$ cat src/rtl/i2c_tgt_pkg.sv
package i2c_tgt_pkg;

  localparam int BYTE_W = 8;
  localparam int ID_LEN = 8;

  typedef enum logic [2:0] {
    T_IDLE,
    T_RX,
    T_ACK_WAIT,
    T_ACK_HOLD,
    T_TX,
    T_MACK,
    T_MACK_FALL
  } tgt_state_e;

  typedef enum logic [1:0] {
    B_ADDR,
    B_SUB,
    B_DATA
  } rx_phase_e;

  typedef struct packed {
    logic scl;
    logic sda;
    logic scl_rise;
    logic scl_fall;
    logic start;
    logic stop;
  } bus_ev_t;

  function automatic logic [BYTE_W-1:0] id_byte(input int idx);
    case (idx % ID_LEN)
      0:       id_byte = 8'h50;
      1:       id_byte = 8'h49;
      2:       id_byte = 8'h43;
      3:       id_byte = 8'h49;
      4:       id_byte = 8'h32;
      5:       id_byte = 8'h43;
      default: id_byte = 8'h00;
    endcase
  endfunction

endpackage

$ cat src/rtl/i2c_bus_sampler.sv
module i2c_bus_sampler
  import i2c_tgt_pkg::*;
#(
  parameter int SYNC_STAGES = 2
) (
  input  logic    clk,
  input  logic    rst,
  input  logic    scl_i,
  input  logic    sda_i,
  output bus_ev_t ev_o
);

  logic [SYNC_STAGES-1:0] scl_sh;
  logic [SYNC_STAGES-1:0] sda_sh;
  logic                   scl_s, sda_s;
  logic                   scl_q, sda_q;

  // Bus idles high, so the synchronisers reset to ones.
  always_ff @(posedge clk) begin
    if (rst) begin
      scl_sh <= '1;
      sda_sh <= '1;
      scl_q  <= 1'b1;
      sda_q  <= 1'b1;
    end else begin
      scl_sh <= {scl_sh[SYNC_STAGES-2:0], scl_i};
      sda_sh <= {sda_sh[SYNC_STAGES-2:0], sda_i};
      scl_q  <= scl_s;
      sda_q  <= sda_s;
    end
  end

  assign scl_s = scl_sh[SYNC_STAGES-1];
  assign sda_s = sda_sh[SYNC_STAGES-1];

  always_comb begin
    ev_o.scl      = scl_s;
    ev_o.sda      = sda_s;
    ev_o.scl_rise = scl_s & ~scl_q;
    ev_o.scl_fall = ~scl_s & scl_q;
    ev_o.start    = scl_s & scl_q & sda_q & ~sda_s;
    ev_o.stop     = scl_s & scl_q & ~sda_q & sda_s;
  end

endmodule

$ cat src/rtl/i2c_reg_store.sv
module i2c_reg_store
  import i2c_tgt_pkg::*;
#(
  parameter  int DEPTH = 8,
  localparam int AW    = $clog2(DEPTH)
) (
  input  logic              clk,
  input  logic              rst,
  input  logic              wr_reg_i,
  input  logic              wr_port_i,
  input  logic [AW-1:0]     wr_idx_i,
  input  logic [BYTE_W-1:0] wr_data_i,
  input  logic [AW-1:0]     rd_idx_i,
  input  logic              rd_id_i,
  output logic [BYTE_W-1:0] rd_data_o,
  output logic [BYTE_W-1:0] port_o
);

  // Reset-free array: write port synchronous, read asynchronous (LUT RAM).
  logic [BYTE_W-1:0] mem [DEPTH];

  always_ff @(posedge clk) begin
    if (wr_reg_i) mem[wr_idx_i] <= wr_data_i;
  end

  always_ff @(posedge clk) begin
    if (rst)            port_o <= '1;
    else if (wr_port_i) port_o <= wr_data_i;
  end

  assign rd_data_o = rd_id_i ? id_byte(int'(rd_idx_i)) : mem[rd_idx_i];

endmodule

$ cat src/rtl/i2c_byte_engine.sv
module i2c_byte_engine
  import i2c_tgt_pkg::*;
#(
  parameter logic [6:0] DEV_ADDR = 7'h6B,
  parameter int         AW       = 3
) (
  input  logic              clk,
  input  logic              rst,
  input  bus_ev_t           ev_i,
  input  logic [BYTE_W-1:0] rd_data_i,
  output logic [AW-1:0]     sub_o,
  output logic              id_o,
  output logic              wr_reg_o,
  output logic              wr_port_o,
  output logic [AW-1:0]     wr_idx_o,
  output logic [BYTE_W-1:0] wr_data_o,
  output logic              pull_o,
  output logic              done_o
);

  localparam logic [2:0] LAST_BIT = 3'd7;

  tgt_state_e        st;
  rx_phase_e         ph;
  logic [2:0]        bitcnt;
  logic [BYTE_W-2:0] rx_sr;
  logic [BYTE_W-1:0] tx_sr;
  logic              rd_dir;
  logic              sel;
  logic [BYTE_W-1:0] rx_byte;
  logic              addr_hit;

  assign rx_byte  = {rx_sr, ev_i.sda};
  assign addr_hit = (rx_byte[BYTE_W-1:1] == DEV_ADDR);

  always_ff @(posedge clk) begin
    if (rst) begin
      st        <= T_IDLE;
      ph        <= B_ADDR;
      bitcnt    <= '0;
      rx_sr     <= '0;
      tx_sr     <= '0;
      rd_dir    <= 1'b0;
      sel       <= 1'b0;
      sub_o     <= '0;
      id_o      <= 1'b0;
      wr_reg_o  <= 1'b0;
      wr_port_o <= 1'b0;
      wr_idx_o  <= '0;
      wr_data_o <= '0;
      pull_o    <= 1'b0;
      done_o    <= 1'b0;
    end else begin
      wr_reg_o  <= 1'b0;
      wr_port_o <= 1'b0;
      done_o    <= 1'b0;
      if (ev_i.stop) begin
        st     <= T_IDLE;
        pull_o <= 1'b0;
        done_o <= sel;
        sel    <= 1'b0;
      end else if (ev_i.start) begin
        st     <= T_RX;
        ph     <= B_ADDR;
        bitcnt <= '0;
        pull_o <= 1'b0;
        sel    <= 1'b0;
      end else begin
        case (st)
          T_RX: begin
            if (ev_i.scl_rise) begin
              rx_sr  <= rx_byte[BYTE_W-2:0];
              bitcnt <= bitcnt + 3'd1;
              if (bitcnt == LAST_BIT) begin
                st <= T_ACK_WAIT;
                case (ph)
                  B_ADDR: begin
                    if (addr_hit) begin
                      sel    <= 1'b1;
                      rd_dir <= rx_byte[0];
                      ph     <= rx_byte[0] ? B_DATA : B_SUB;
                    end else begin
                      st <= T_IDLE;
                    end
                  end
                  B_SUB: begin
                    sub_o <= rx_byte[AW-1:0];
                    id_o  <= (rx_byte == 8'h00);
                    ph    <= B_DATA;
                  end
                  default: begin
                    wr_data_o <= rx_byte;
                    wr_idx_o  <= sub_o;
                    sub_o     <= sub_o + AW'(1);
                    if (id_o) wr_port_o <= 1'b1;
                    else      wr_reg_o  <= 1'b1;
                  end
                endcase
              end
            end
          end
          T_ACK_WAIT: begin
            if (ev_i.scl_fall) begin
              pull_o <= 1'b1;
              st     <= T_ACK_HOLD;
            end
          end
          T_ACK_HOLD, T_MACK_FALL: begin
            if (ev_i.scl_fall) begin
              bitcnt <= '0;
              if (rd_dir) begin
                tx_sr  <= rd_data_i;
                pull_o <= ~rd_data_i[BYTE_W-1];
                sub_o  <= sub_o + AW'(1);
                st     <= T_TX;
              end else begin
                pull_o <= 1'b0;
                st     <= T_RX;
              end
            end
          end
          T_TX: begin
            if (ev_i.scl_fall) begin
              bitcnt <= bitcnt + 3'd1;
              if (bitcnt == LAST_BIT) begin
                pull_o <= 1'b0;
                st     <= T_MACK;
              end else begin
                pull_o <= ~tx_sr[BYTE_W-2];
                tx_sr  <= tx_sr << 1;
              end
            end
          end
          T_MACK: begin
            if (ev_i.scl_rise) st <= ev_i.sda ? T_IDLE : T_MACK_FALL;
          end
          default: ;
        endcase
      end
    end
  end

endmodule

$ cat src/rtl/i2c_regbank_target.sv
module i2c_regbank_target
  import i2c_tgt_pkg::*;
#(
  parameter logic [6:0] DEV_ADDR    = 7'h6B,
  parameter int         NUM_REGS    = 8,
  parameter int         SYNC_STAGES = 2
) (
  input  logic              clk,
  input  logic              rst,
  input  logic              scl_i,
  input  logic              sda_i,
  output logic              sda_pull_o,
  output logic [BYTE_W-1:0] port_o,
  output logic              msg_done_o
);

  localparam int AW = $clog2(NUM_REGS);

  bus_ev_t           bus_ev;
  logic [AW-1:0]     sub_idx;
  logic              id_sel;
  logic              wr_reg, wr_port;
  logic [AW-1:0]     wr_idx;
  logic [BYTE_W-1:0] wr_data;
  logic [BYTE_W-1:0] rd_data;

  i2c_bus_sampler #(.SYNC_STAGES(SYNC_STAGES)) i_sampler (
    .clk   (clk),
    .rst   (rst),
    .scl_i (scl_i),
    .sda_i (sda_i),
    .ev_o  (bus_ev)
  );

  i2c_byte_engine #(.DEV_ADDR(DEV_ADDR), .AW(AW)) i_engine (
    .clk       (clk),
    .rst       (rst),
    .ev_i      (bus_ev),
    .rd_data_i (rd_data),
    .sub_o     (sub_idx),
    .id_o      (id_sel),
    .wr_reg_o  (wr_reg),
    .wr_port_o (wr_port),
    .wr_idx_o  (wr_idx),
    .wr_data_o (wr_data),
    .pull_o    (sda_pull_o),
    .done_o    (msg_done_o)
  );

  i2c_reg_store #(.DEPTH(NUM_REGS)) i_store (
    .clk       (clk),
    .rst       (rst),
    .wr_reg_i  (wr_reg),
    .wr_port_i (wr_port),
    .wr_idx_i  (wr_idx),
    .wr_data_i (wr_data),
    .rd_idx_i  (sub_idx),
    .rd_id_i   (id_sel),
    .rd_data_o (rd_data),
    .port_o    (port_o)
  );

endmodule

$ cat config.mk
export PLATFORM = sky130hd
export DESIGN_NAME = i2c_regbank_target
export DESIGN_NICKNAME = d
export VERILOG_FILES = /design/src/rtl/i2c_tgt_pkg.sv /design/src/rtl/i2c_bus_sampler.sv /design/src/rtl/i2c_reg_store.sv /design/src/rtl/i2c_byte_engine.sv /design/src/rtl/i2c_regbank_target.sv
export SDC_FILE = /design/constraint.sdc
export NUM_CORES = 1
export LEC_CHECK = 0
export BUFFER_PORTS_ARGS = -buffer_cell sky130_fd_sc_hd__buf_4
export CORE_MARGIN = 2
export CORE_UTILIZATION = 40
export CTS_CLUSTER_SIZE = 8
export DETAILED_ROUTE_END_ITERATION = 10
export REMOVE_ABC_BUFFERS = 1
export SLEW_MARGIN = 20
export SYNTH_ARGS = -nofsm -noshare
export SYNTH_HDL_FRONTEND = slang
export SYNTH_HIERARCHICAL = 1
export SYNTH_SLANG_ARGS = --single-unit
$ cat constraint.sdc
create_clock -name clk -period 2.53 [get_ports clk]
set_input_delay 0 -clock clk [delete_from_list [all_inputs] [get_ports clk]]
set_output_delay 0 -clock clk [all_outputs]
set_load 0.01 [all_outputs]
==> flow_metrics.py, run 1 <==
metrics = {
    "run_status": {
        "status": "completed",
    },
    "worst_setup_path": {
        "critPathKind": "flip-flop to flip-flop",
        "list_of_cells_traversed_by_the_critical_path": "or3b_1 > o22ai_4 > a21oi_1 > a311oi_1",
        "max_stage_delay_ns": 0.65,
        "crit_fanout": 16,
        "cp.depth": 4,
        "worst-endpoint-required_ns": 2.84,
        "worstPathArrival_ns": 2.46,
        "critPathSlowestCell": "sky130_fd_sc_hd__dfxtp_1",
        "critical_path.endpoint_type": "flip-flop",
        "path_buf_inv": 0,
        "timing.reg2reg.worst_path_depth": 4,
        "startpoint_type": "flip-flop",
        "path_delay_family": "compound AO/OA/AOI/OAI gates",
    },
    "pwr": {
        "power_switching_share": 0.1917,
        "irDropWorstVdd_uv": 569.2,
        "power_frac_comb": 0.014,
        "leakage_power_figure_nw": 2.319,
        "seq_power_share": 0.433,
        "power.density_mw_per_mm2": 760.8,
        "pwr-share-clk": 0.553,
        "p_sw_mw": 0.9094,
        "p_int_mw": 3.835,
    },
    "global_routing": {
        "grt_max_degree": 59,
        "via_count_of_the_first_global_routing_pass": 3353,
        "globalRouteMet1Util": 0.2205,
        "met2_usage": 0.2493,
        "antenna_found_initial": 0,
        "track_usage": 0.1619,
        "first_pass_grt_wire_length_mm": 17.59,
        "met3_usage": 0.03879,
        "globalRoute.totalOverflow": 0,
        "busiest_layer": "met2",
    },
    "sta": {
        "min_period_ns": 2.159,
        "sum_of_negative_setup_slack_ns": 0,
        "worst_clock_skew_ns": 0.008462,
        "hold_slack_ns": 0.07140,
        "f_max_mhz": 463.2,
        "slew-limit-headroom": 0.4137,
        "setup_repair_after_global_routing_missed_its_margin": "no",
        "finalHoldViolCount": 0,
        "setup_violations": 0,
        "slew_viol_final": 0,
        "final.setup.worst_slack_ns": 0.3712,
        "timing.final.crit_share": 0.8533,
        "tightestPinTransition_ns": 0.8762,
    },
    "routing": {
        "postRouteAntennaNets": 0,
        "drc": 0,
        "vias_per_cell": 5.450,
        "routed-via-count": 3477,
        "drt_iter0_markers": 239,
        "dr.pass1.iters": 4,
        "postRouteWirelength_mm": 10.93,
        "routed_wire_length_per_instance_um": 17.13,
    },
    "place": {
        "gpl.final_weighted_congestion": 0.8335,
        "dpl_worst_slack_ns": 0.4068,
        "dp.final_hpwl_mm": 6.907,
        "portBuffers": 13,
    },
    "clock_tree": {
        "cts_tree": "done",
        "worst_setup_hold_path_clk_slew_ns": 0.05,
        "cts_resized": 0,
        "post-cts-setup-buffer-count": 0,
        "cts.path.max_buffers": 2,
        "cts_sinks": 121,
        "cts_htree_levels": 4,
        "cts_root_buffer": "sky130_fd_sc_hd__clkbuf_16",
        "numCtsBuffers": 17,
        "clock_insertion_delay_worst_skew_ns": 0.41,
    },
    "floorplan": {
        "floorplan.initialDensity": 0.4050,
        "boundaryPins": 14,
        "chipWidth_um": 119.1,
        "core-area_mm2": 0.01309,
        "dieHeight_um": 119.1,
        "rows": 42,
        "die_area_mm2": 0.01419,
    },
    "cells_and_area": {
        "area_used_by_multi_input_combinational_logic_mm2": 0.002033,
        "layout.area.seq_mm2": 0.003063,
        "fillCellCount": 1162,
        "fraction_of_layout_instances_using_a_drive_strength_above_1": 0.1667,
        "final_layout_net_count": 456,
        "insertedDiodeCount": 0,
        "syn_to_final_growth_pct": 17.66,
    },
    "synth": {
        "avgSynthCellArea_um2": 12.30,
        "synth.cell_area_mm2": 0.005300,
        "synthesis.instances": 431,
        "synth.yosys.warnings": 6,
    },
    "min_path": {
        "worst_hold_path.num_cells": 2,
        "hold_class": "primary input to flip-flop",
    },
    "run": {
        "maxCapViolations": 0,
    },
}
[final timing paths]
| kind | startpoint | slack (ns) | endpoint |
|---|---|---|---|
| setup / recovery | i_engine/st[2] | 0.37 | i_engine/tx_sr[5] |
| hold / removal | rst | 0.07 | i_engine/rx_sr[3] |
| setup reg to reg | i_engine/st[2] | 0.37 | i_engine/tx_sr[5] |
| hold reg to reg | i_sampler/sda_sh[0] | 0.40 | i_sampler/sda_sh[1] |
[registers in the layout, summed over array words and instances (netlist names), 3 cells and up]
register,count
i_store/mem,64
i_engine/wr_data_o,8
i_engine/st,3
i_engine/bitcnt,3
i_engine/sub_o,3
i_store/port_o,8
i_engine/rx_sr,7
i_engine/wr_idx_o,3
i_engine/tx_sr,7
[cell usage in the layout (no fill, tap or decap), types with 10 or more instances in the layout]
cell type	n
sky130_fd_sc_hd__edfxtp_1	64
sky130_fd_sc_hd__clkbuf_16	17
sky130_fd_sc_hd__dfxtp_1	57
sky130_fd_sc_hd__buf_4	27
sky130_fd_sc_hd__nand2b_1	11
sky130_fd_sc_hd__nor2_1	40
sky130_fd_sc_hd__nor2b_1	12
sky130_fd_sc_hd__mux2i_1	39
sky130_fd_sc_hd__a21oi_1	22
sky130_fd_sc_hd__o21ai_0	10
sky130_fd_sc_hd__nor3_1	10
sky130_fd_sc_hd__nand2_1	12
[power by group through the flow]
stage	combinational [mW]	sequential, mW	clock [mW]
after floorplan	0.0325	2.10	0
after global placement	0.0628	2.10	0
after detailed placement	0.0644	2.10	0
after CTS	0.0666	2.06	2.67
after global routing	0.0745	2.06	2.75
final	0.0664	2.06	2.62
[what timing repair did]
item | 4_1_cts | 5_1_grt
endpoints found under the hold margin | 2 | 0
hold buffers | 2 | 0
setup endpoints to repair | 0 | 0
[through the flow]
step / cells / power, mW / cell area (um^2) / utilization
floorplan: 400 / 2.131 / 5122 / -
global placement: 604 / 2.160 / 5565 / 0.4253
finish: 638 / 4.744 / 6236 / 0.4766
global route: 638 / 4.881 / 6236 / 0.4766
CTS: 638 / 4.795 / 6236 / 0.4766
detailed placement: 604 / 2.162 / 5565 / 0.4253
[layer usage]
metal / part of all wire / wire (um)
met3: 0.035 / 380
met5: 0 / 0
met4: 0.015 / 161
met1: 0.48 / 5195
met2: 0.47 / 5188
[final cells by class]
type / count / share of cell area
timing repair buffer: 30 / 0.03892
clock buffer: 19 / 0.06942
inverter: 7 / 0.004213
sequential: 121 / 0.4912
multi-input combinational: 272 / 0.3260
clock inverter: 13 / 0.03491
tap: 176 / 0.03531
(Power assumes the default switching activity.)
==> inputs of run 2 (changes only) <==
--- a/config.mk
+++ b/config.mk
@@ -10,6 +10,7 @@
 export CORE_UTILIZATION = 40
 export CTS_CLUSTER_SIZE = 8
 export DETAILED_ROUTE_END_ITERATION = 10
+export HOLD_SLACK_MARGIN = 0.08
 export REMOVE_ABC_BUFFERS = 1
 export SLEW_MARGIN = 20
 export SYNTH_ARGS = -nofsm -noshare
==> constraint.sdc (replaced) <==
create_clock -name clk -period 2.53 [get_ports clk]
set_input_delay 0.506 -clock clk [delete_from_list [all_inputs] [get_ports clk]]
set_output_delay 0.506 -clock clk [all_outputs]
set_load 0.01 [all_outputs]
==> flow_metrics.py, run 2 (same netlist as run 1, synthesis figures left out) <==
metrics = {
    "floorplan": {
        "core-area_mm2": 0.01309,
        "die_area_mm2": 0.01419,
        "boundaryPins": 14,
        "chipWidth_um": 119.1,
        "dieHeight_um": 119.1,
        "floorplan.initialDensity": 0.4050,
        "rows": 42,
    },
    "worst_setup_path": {
        "list_of_cells_traversed_by_the_critical_path": "or3b_1 > o22ai_4 > a21oi_1 > a311oi_1",
        "critical_path.endpoint_type": "flip-flop",
        "critPathKind": "flip-flop to flip-flop",
        "crit_fanout": 16,
        "timing.reg2reg.worst_path_depth": 4,
        "max_stage_delay_ns": 0.65,
        "startpoint_type": "flip-flop",
        "worstPathArrival_ns": 2.48,
        "critPathSlowestCell": "sky130_fd_sc_hd__dfxtp_1",
        "worst-endpoint-required_ns": 2.84,
    },
    "clock_tree": {
        "post-cts-setup-buffer-count": 0,
        "postCtsHoldBufs": 0,
        "numCtsBuffers": 17,
        "clock_insertion_delay_worst_skew_ns": 0.41,
        "worst_setup_hold_path_clk_slew_ns": 0.05,
        "cts_sinks": 121,
        "cts_tree": "done",
        "cts_root_buffer": "sky130_fd_sc_hd__clkbuf_16",
        "cts_resized": 0,
        "cts.path.max_buffers": 2,
        "cts_htree_levels": 4,
    },
    "global_routing": {
        "track_usage": 0.1617,
        "antenna_found_initial": 0,
        "grt_max_degree": 59,
        "via_count_of_the_first_global_routing_pass": 3336,
        "globalRoute.totalOverflow": 0,
        "first_pass_grt_wire_length_mm": 17.57,
    },
    "cells_and_area": {
        "insertedDiodeCount": 0,
        "layout_commonest_cell": "sky130_fd_sc_hd__edfxtp_1",
        "fraction_of_layout_instances_using_a_drive_strength_above_1": 0.1674,
        "top_register": "i_store/mem",
        "largest_reg_flops": 64,
        "most_frequent_cells_in_the_layout": "sky130_fd_sc_hd__edfxtp_1 (64), sky130_fd_sc_hd__dfxtp_1 (57), sky130_fd_sc_hd__nor2_1 (40)",
        "final_layout_net_count": 454,
        "stdcell_area_mm2": 0.006216,
        "syn_to_final_growth_pct": 17.28,
        "largestRegisters": "i_store/mem: 64 flops, i_engine/wr_data_o: 8 flops, i_store/port_o: 8 flops",
    },
    "pwr": {
        "pwr-share-clk": 0.553,
        "irDropWorstVdd_uv": 569.7,
        "seq_power_share": 0.434,
        "power.density_mw_per_mm2": 762.5,
        "p_sw_mw": 0.9066,
        "power_switching_share": 0.1913,
        "total_power_mw": 4.740,
        "p_int_mw": 3.833,
        "leakage_power_figure_nw": 2.311,
        "power_frac_comb": 0.013,
    },
    "routing": {
        "drc": 0,
        "routed_wire_length_per_instance_um": 17.11,
        "vias_per_cell": 5.414,
        "routed-via-count": 3443,
        "dr.pass1.iters": 4,
        "postRouteWirelength_mm": 10.88,
        "postRouteAntennaNets": 0,
        "drt_iter0_markers": 231,
    },
    "sta": {
        "f_max_mhz": 460.6,
        "sum_of_negative_setup_slack_ns": 0,
        "timing.final.crit_share": 0.8581,
        "finalHoldViolCount": 0,
        "tightestPinTransition_ns": 0.8683,
        "setup_repair_after_global_routing_missed_its_margin": "no",
        "slew_viol_final": 0,
        "setup_violations": 0,
        "slew-limit-headroom": 0.4190,
        "min_period_ns": 2.171,
        "hold_slack_ns": 0.2812,
        "worst_clock_skew_ns": 0.008932,
    },
    "run_status": {
        "status": "completed",
    },
    "place": {
        "portBuffers": 13,
        "gpl.final_weighted_congestion": 0.8335,
        "dp.final_hpwl_mm": 6.907,
        "placedInstanceArea_mm2": 0.005565,
    },
    "min_path": {
        "hold_class": "primary input to flip-flop",
        "worst_hold_path.num_cells": 2,
    },
    "run": {
        "maxCapViolations": 0,
    },
}
[run 2: cell types whose count changed in the layout (fill, tap and decap cells not counted)]
cell                            change
sky130_fd_sc_hd__dlygate4sd3_1      -2
[run 2: critical path: cells and delay by family (launching register included)]
kind | cells | cell delay, ns
DFF | 1 | 0.65
AOI/OAI and AO/OA | 3 | 0.79
and+or+nand+nor | 1 | 0.62
[run 2: path summary, 6_finish.rpt]
| kind | endpoint | slack (ns) | start |
|---|---|---|---|
| worst max-delay path | i_engine/tx_sr[1] | 0.36 | i_engine/st[2] |
| worst min-delay path | i_sampler/scl_sh[0] | 0.28 | scl_i |
| worst max register to register | i_engine/tx_sr[1] | 0.36 | i_engine/st[2] |
| worst min register to register | i_sampler/sda_sh[1] | 0.40 | i_sampler/sda_sh[0] |
[run 2: through the flow]
step                worst slack [ns]  std cells    util
floorplan                     0.2886        400       -
global placement              0.4959        604  0.4253
detailed placement            0.4068        604  0.4253
CTS                           0.4006        636  0.4750
global route                  0.1640        636  0.4750
finish                        0.3589        636  0.4750
[run 2: final cells by class]
| cell class | instances | area (um^2) |
|---|---|---|
| sequential | 121 | 3063 |
| clock buffer | 19 | 432.9 |
| clock inverter | 13 | 217.7 |
| tap | 176 | 220.2 |
| timing repair buffer | 28 | 222.7 |
| multi-input combinational | 272 | 2033 |
| inverter | 7 | 26.28 |
| fill | 1164 | 6869 |
[run 2: power groups by stage]
stage	Sequential [mW]	Combinational [mW]	Clock, mW
global placement	2.10	0.0628	0
finish	2.06	0.0636	2.62
global route	2.06	0.0719	2.75
CTS	2.06	0.0642	2.67
floorplan	2.10	0.0325	0
detailed placement	2.10	0.0644	0
[run 2: layer usage]
metal  routed length [um]  track usage
met4                  178      0.06548
met1                 5032       0.2205
met2                 5219       0.2486
met3                  453      0.03879
met5                    0            0
==> inputs of run 3 (changes only) <==
--- a/config.mk
+++ b/config.mk
@@ -5,6 +5,7 @@
 export SDC_FILE = /design/constraint.sdc
 export NUM_CORES = 1
 export LEC_CHECK = 0
+export ABC_AREA = 1
 export BUFFER_PORTS_ARGS = -buffer_cell sky130_fd_sc_hd__buf_4
 export CORE_MARGIN = 2
 export CORE_UTILIZATION = 40
==> flow_metrics.py, run 3 <==
metrics = {
    "routing": {
        "vias_per_cell": 4.991,
        "postRouteWirelength_mm": 12.24,
        "routed-via-count": 4262,
        "postRouteAntennaNets": 0,
        "drt_iter0_markers": 290,
        "dr.pass1.iters": 5,
        "drc": 0,
        "routed_wire_length_per_instance_um": 14.34,
    },
    "cells_and_area": {
        "insertedDiodeCount": 0,
        "stdcell_area_mm2": 0.006170,
        "fillCellCount": 1299,
        "layout_commonest_cell": "sky130_fd_sc_hd__nand2_1",
        "largestRegisters": "i_store/mem: 64 flops, i_engine/wr_data_o: 8 flops, i_store/port_o: 8 flops",
        "final_layout_net_count": 672,
        "fraction_of_layout_instances_using_a_drive_strength_above_1": 0.1047,
        "most_frequent_cells_in_the_layout": "sky130_fd_sc_hd__nand2_1 (225), sky130_fd_sc_hd__nor2_1 (73), sky130_fd_sc_hd__edfxtp_1 (64)",
        "syn_to_final_growth_pct": 15.59,
        "postLayoutCoreUtil": 0.4696,
        "top_register": "i_store/mem",
        "stdcell_count": 854,
        "largest_reg_flops": 64,
    },
    "floorplan": {
        "chipWidth_um": 119.5,
        "boundaryPins": 14,
        "dieHeight_um": 119.5,
        "floorplan.initialDensity": 0.4063,
        "core-area_mm2": 0.01314,
        "rows": 42,
        "die_area_mm2": 0.01428,
    },
    "sta": {
        "timing.final.crit_share": 0.8159,
        "sum_of_negative_setup_slack_ns": 0,
        "tightestPinTransition_ns": 0.9781,
        "final.setup.worst_slack_ns": 0.4659,
        "min_period_ns": 2.064,
        "worst_clock_skew_ns": 0.006919,
        "slew_viol_final": 0,
        "setup_violations": 0,
        "setup_repair_after_global_routing_missed_its_margin": "no",
        "f_max_mhz": 484.5,
        "slew-limit-headroom": 0.3439,
        "finalHoldViolCount": 0,
    },
    "run": {
        "maxCapViolations": 0,
    },
    "synth": {
        "synthesis.instances": 642,
        "synth.yosys.warnings": 6,
        "avgSynthCellArea_um2": 8.314,
        "synth.cell_area_mm2": 0.005338,
    },
    "global_routing": {
        "via_count_of_the_first_global_routing_pass": 4184,
        "globalRoute.totalOverflow": 0,
        "first_pass_grt_wire_length_mm": 20.68,
        "grt_max_degree": 37,
        "track_usage": 0.1867,
        "antenna_found_initial": 0,
    },
    "clock_tree": {
        "cts.path.max_buffers": 2,
        "cts_tree": "done",
        "cts_sinks": 121,
        "cts_root_buffer": "sky130_fd_sc_hd__clkbuf_16",
        "cts_htree_levels": 4,
        "numCtsBuffers": 17,
        "post-cts-setup-buffer-count": 0,
        "cts_resized": 0,
        "postCtsHoldBufs": 0,
        "clock_insertion_delay_worst_skew_ns": 0.41,
        "worst_setup_hold_path_clk_slew_ns": 0.05,
    },
    "worst_setup_path": {
        "path_delay_family": "simple AND/OR/NAND/NOR gates",
        "critical_path.endpoint_type": "flip-flop",
        "path_buf_inv": 3,
        "critPathKind": "flip-flop to flip-flop",
        "cpMostUsedCell": "sky130_fd_sc_hd__inv_1",
        "list_of_cells_traversed_by_the_critical_path": "inv_1 > nand2_1 > nor2_1 > inv_1 > nand2_1 > inv_1 > nand3_1 > o21ai_0 > a21oi_1",
        "crit_fanout": 14,
        "critPathSlowestCell": "sky130_fd_sc_hd__dfxtp_1",
        "max_stage_delay_ns": 0.45,
        "worst-endpoint-required_ns": 2.80,
        "startpoint_type": "flip-flop",
        "worstPathArrival_ns": 2.34,
    },
    "pwr": {
        "irDropWorstVdd_uv": 426.8,
        "power.density_mw_per_mm2": 821.9,
        "leakage_power_figure_nw": 2.729,
    },
    "place": {
        "placedInstanceArea_mm2": 0.005630,
        "dpl_worst_slack_ns": 0.4861,
        "dp_cells": 822,
        "gpl.final_weighted_congestion": 0.8675,
        "portBuffers": 13,
        "dp.final_hpwl_mm": 8.283,
    },
    "run_status": {
        "status": "completed",
    },
    "min_path": {
        "hold_class": "primary input to flip-flop",
    },
}
## run 3: report_power, final
group          leakage (nW)  switching (mW)  internal (mW)
Sequential             1.19          0.0639           2.12
Clock                 0.258           0.843           1.34
Combinational          1.28           0.476          0.231
## run 3: final cells by class
class / count / area, um^2 / area share
Inverter: 51 / 191.4 / 0.03103
Clock inverter: 12 / 102.6 / 0.01663
Clock buffer: 20 / 436.7 / 0.07078
Multi-Input combinational cell: 450 / 1976 / 0.3202
Tap cell: 176 / 220.2 / 0.03569
Sequential cell: 121 / 3063 / 0.4965
Timing Repair Buffer: 24 / 180.2 / 0.02920
## run 3: path summary, 6_finish.rpt
check / slack, ns / depth (start not counted) / endpoint / from
setup / recovery: 0.47 / 9 / i_engine/rx_sr[0] / i_sampler/sda_sh[1]
hold / removal: 0.27 / 2 / i_sampler/scl_sh[0] / scl_i
setup reg to reg: 0.47 / 9 / i_engine/rx_sr[0] / i_sampler/sda_sh[1]
hold reg to reg: 0.41 / 1 / i_sampler/sda_sh[1] / i_sampler/sda_sh[0]
## run 3: worst reg2reg max path, cell delays in order (launching register included)
cell	delay [ns]
sky130_fd_sc_hd__dfxtp_1	0.45
sky130_fd_sc_hd__inv_1	0.09
sky130_fd_sc_hd__nand2_1	0.07
sky130_fd_sc_hd__nor2_1	0.06
sky130_fd_sc_hd__inv_1	0.17
sky130_fd_sc_hd__nand2_1	0.13
sky130_fd_sc_hd__inv_1	0.20
sky130_fd_sc_hd__nand3_1	0.37
sky130_fd_sc_hd__o21ai_0	0.33
sky130_fd_sc_hd__a21oi_1	0.08
## run 3: per-stage QoR
step / hold WS [ns] / power (mW)
2_1_floorplan: 0.3832 / 2.748
3_3_place_gp: 0.3976 / 2.911
3_5_place_dp: 0.4014 / 2.920
4_1_cts: 0.2559 / 5.111
5_1_grt: 0.2713 / 5.318
6_report: 0.2738 / 5.071
## run 3: metal layers
metal	wire length, um	part of all wire	global-route usage	up-vias
met4	238	0.019	0.08015	0
met3	637	0.052	0.04325	21
met1	5760	0.47	0.2485	1994
met5	0	0	0	-
met2	5607	0.46	0.2932	107
li1	-	-	-	2140
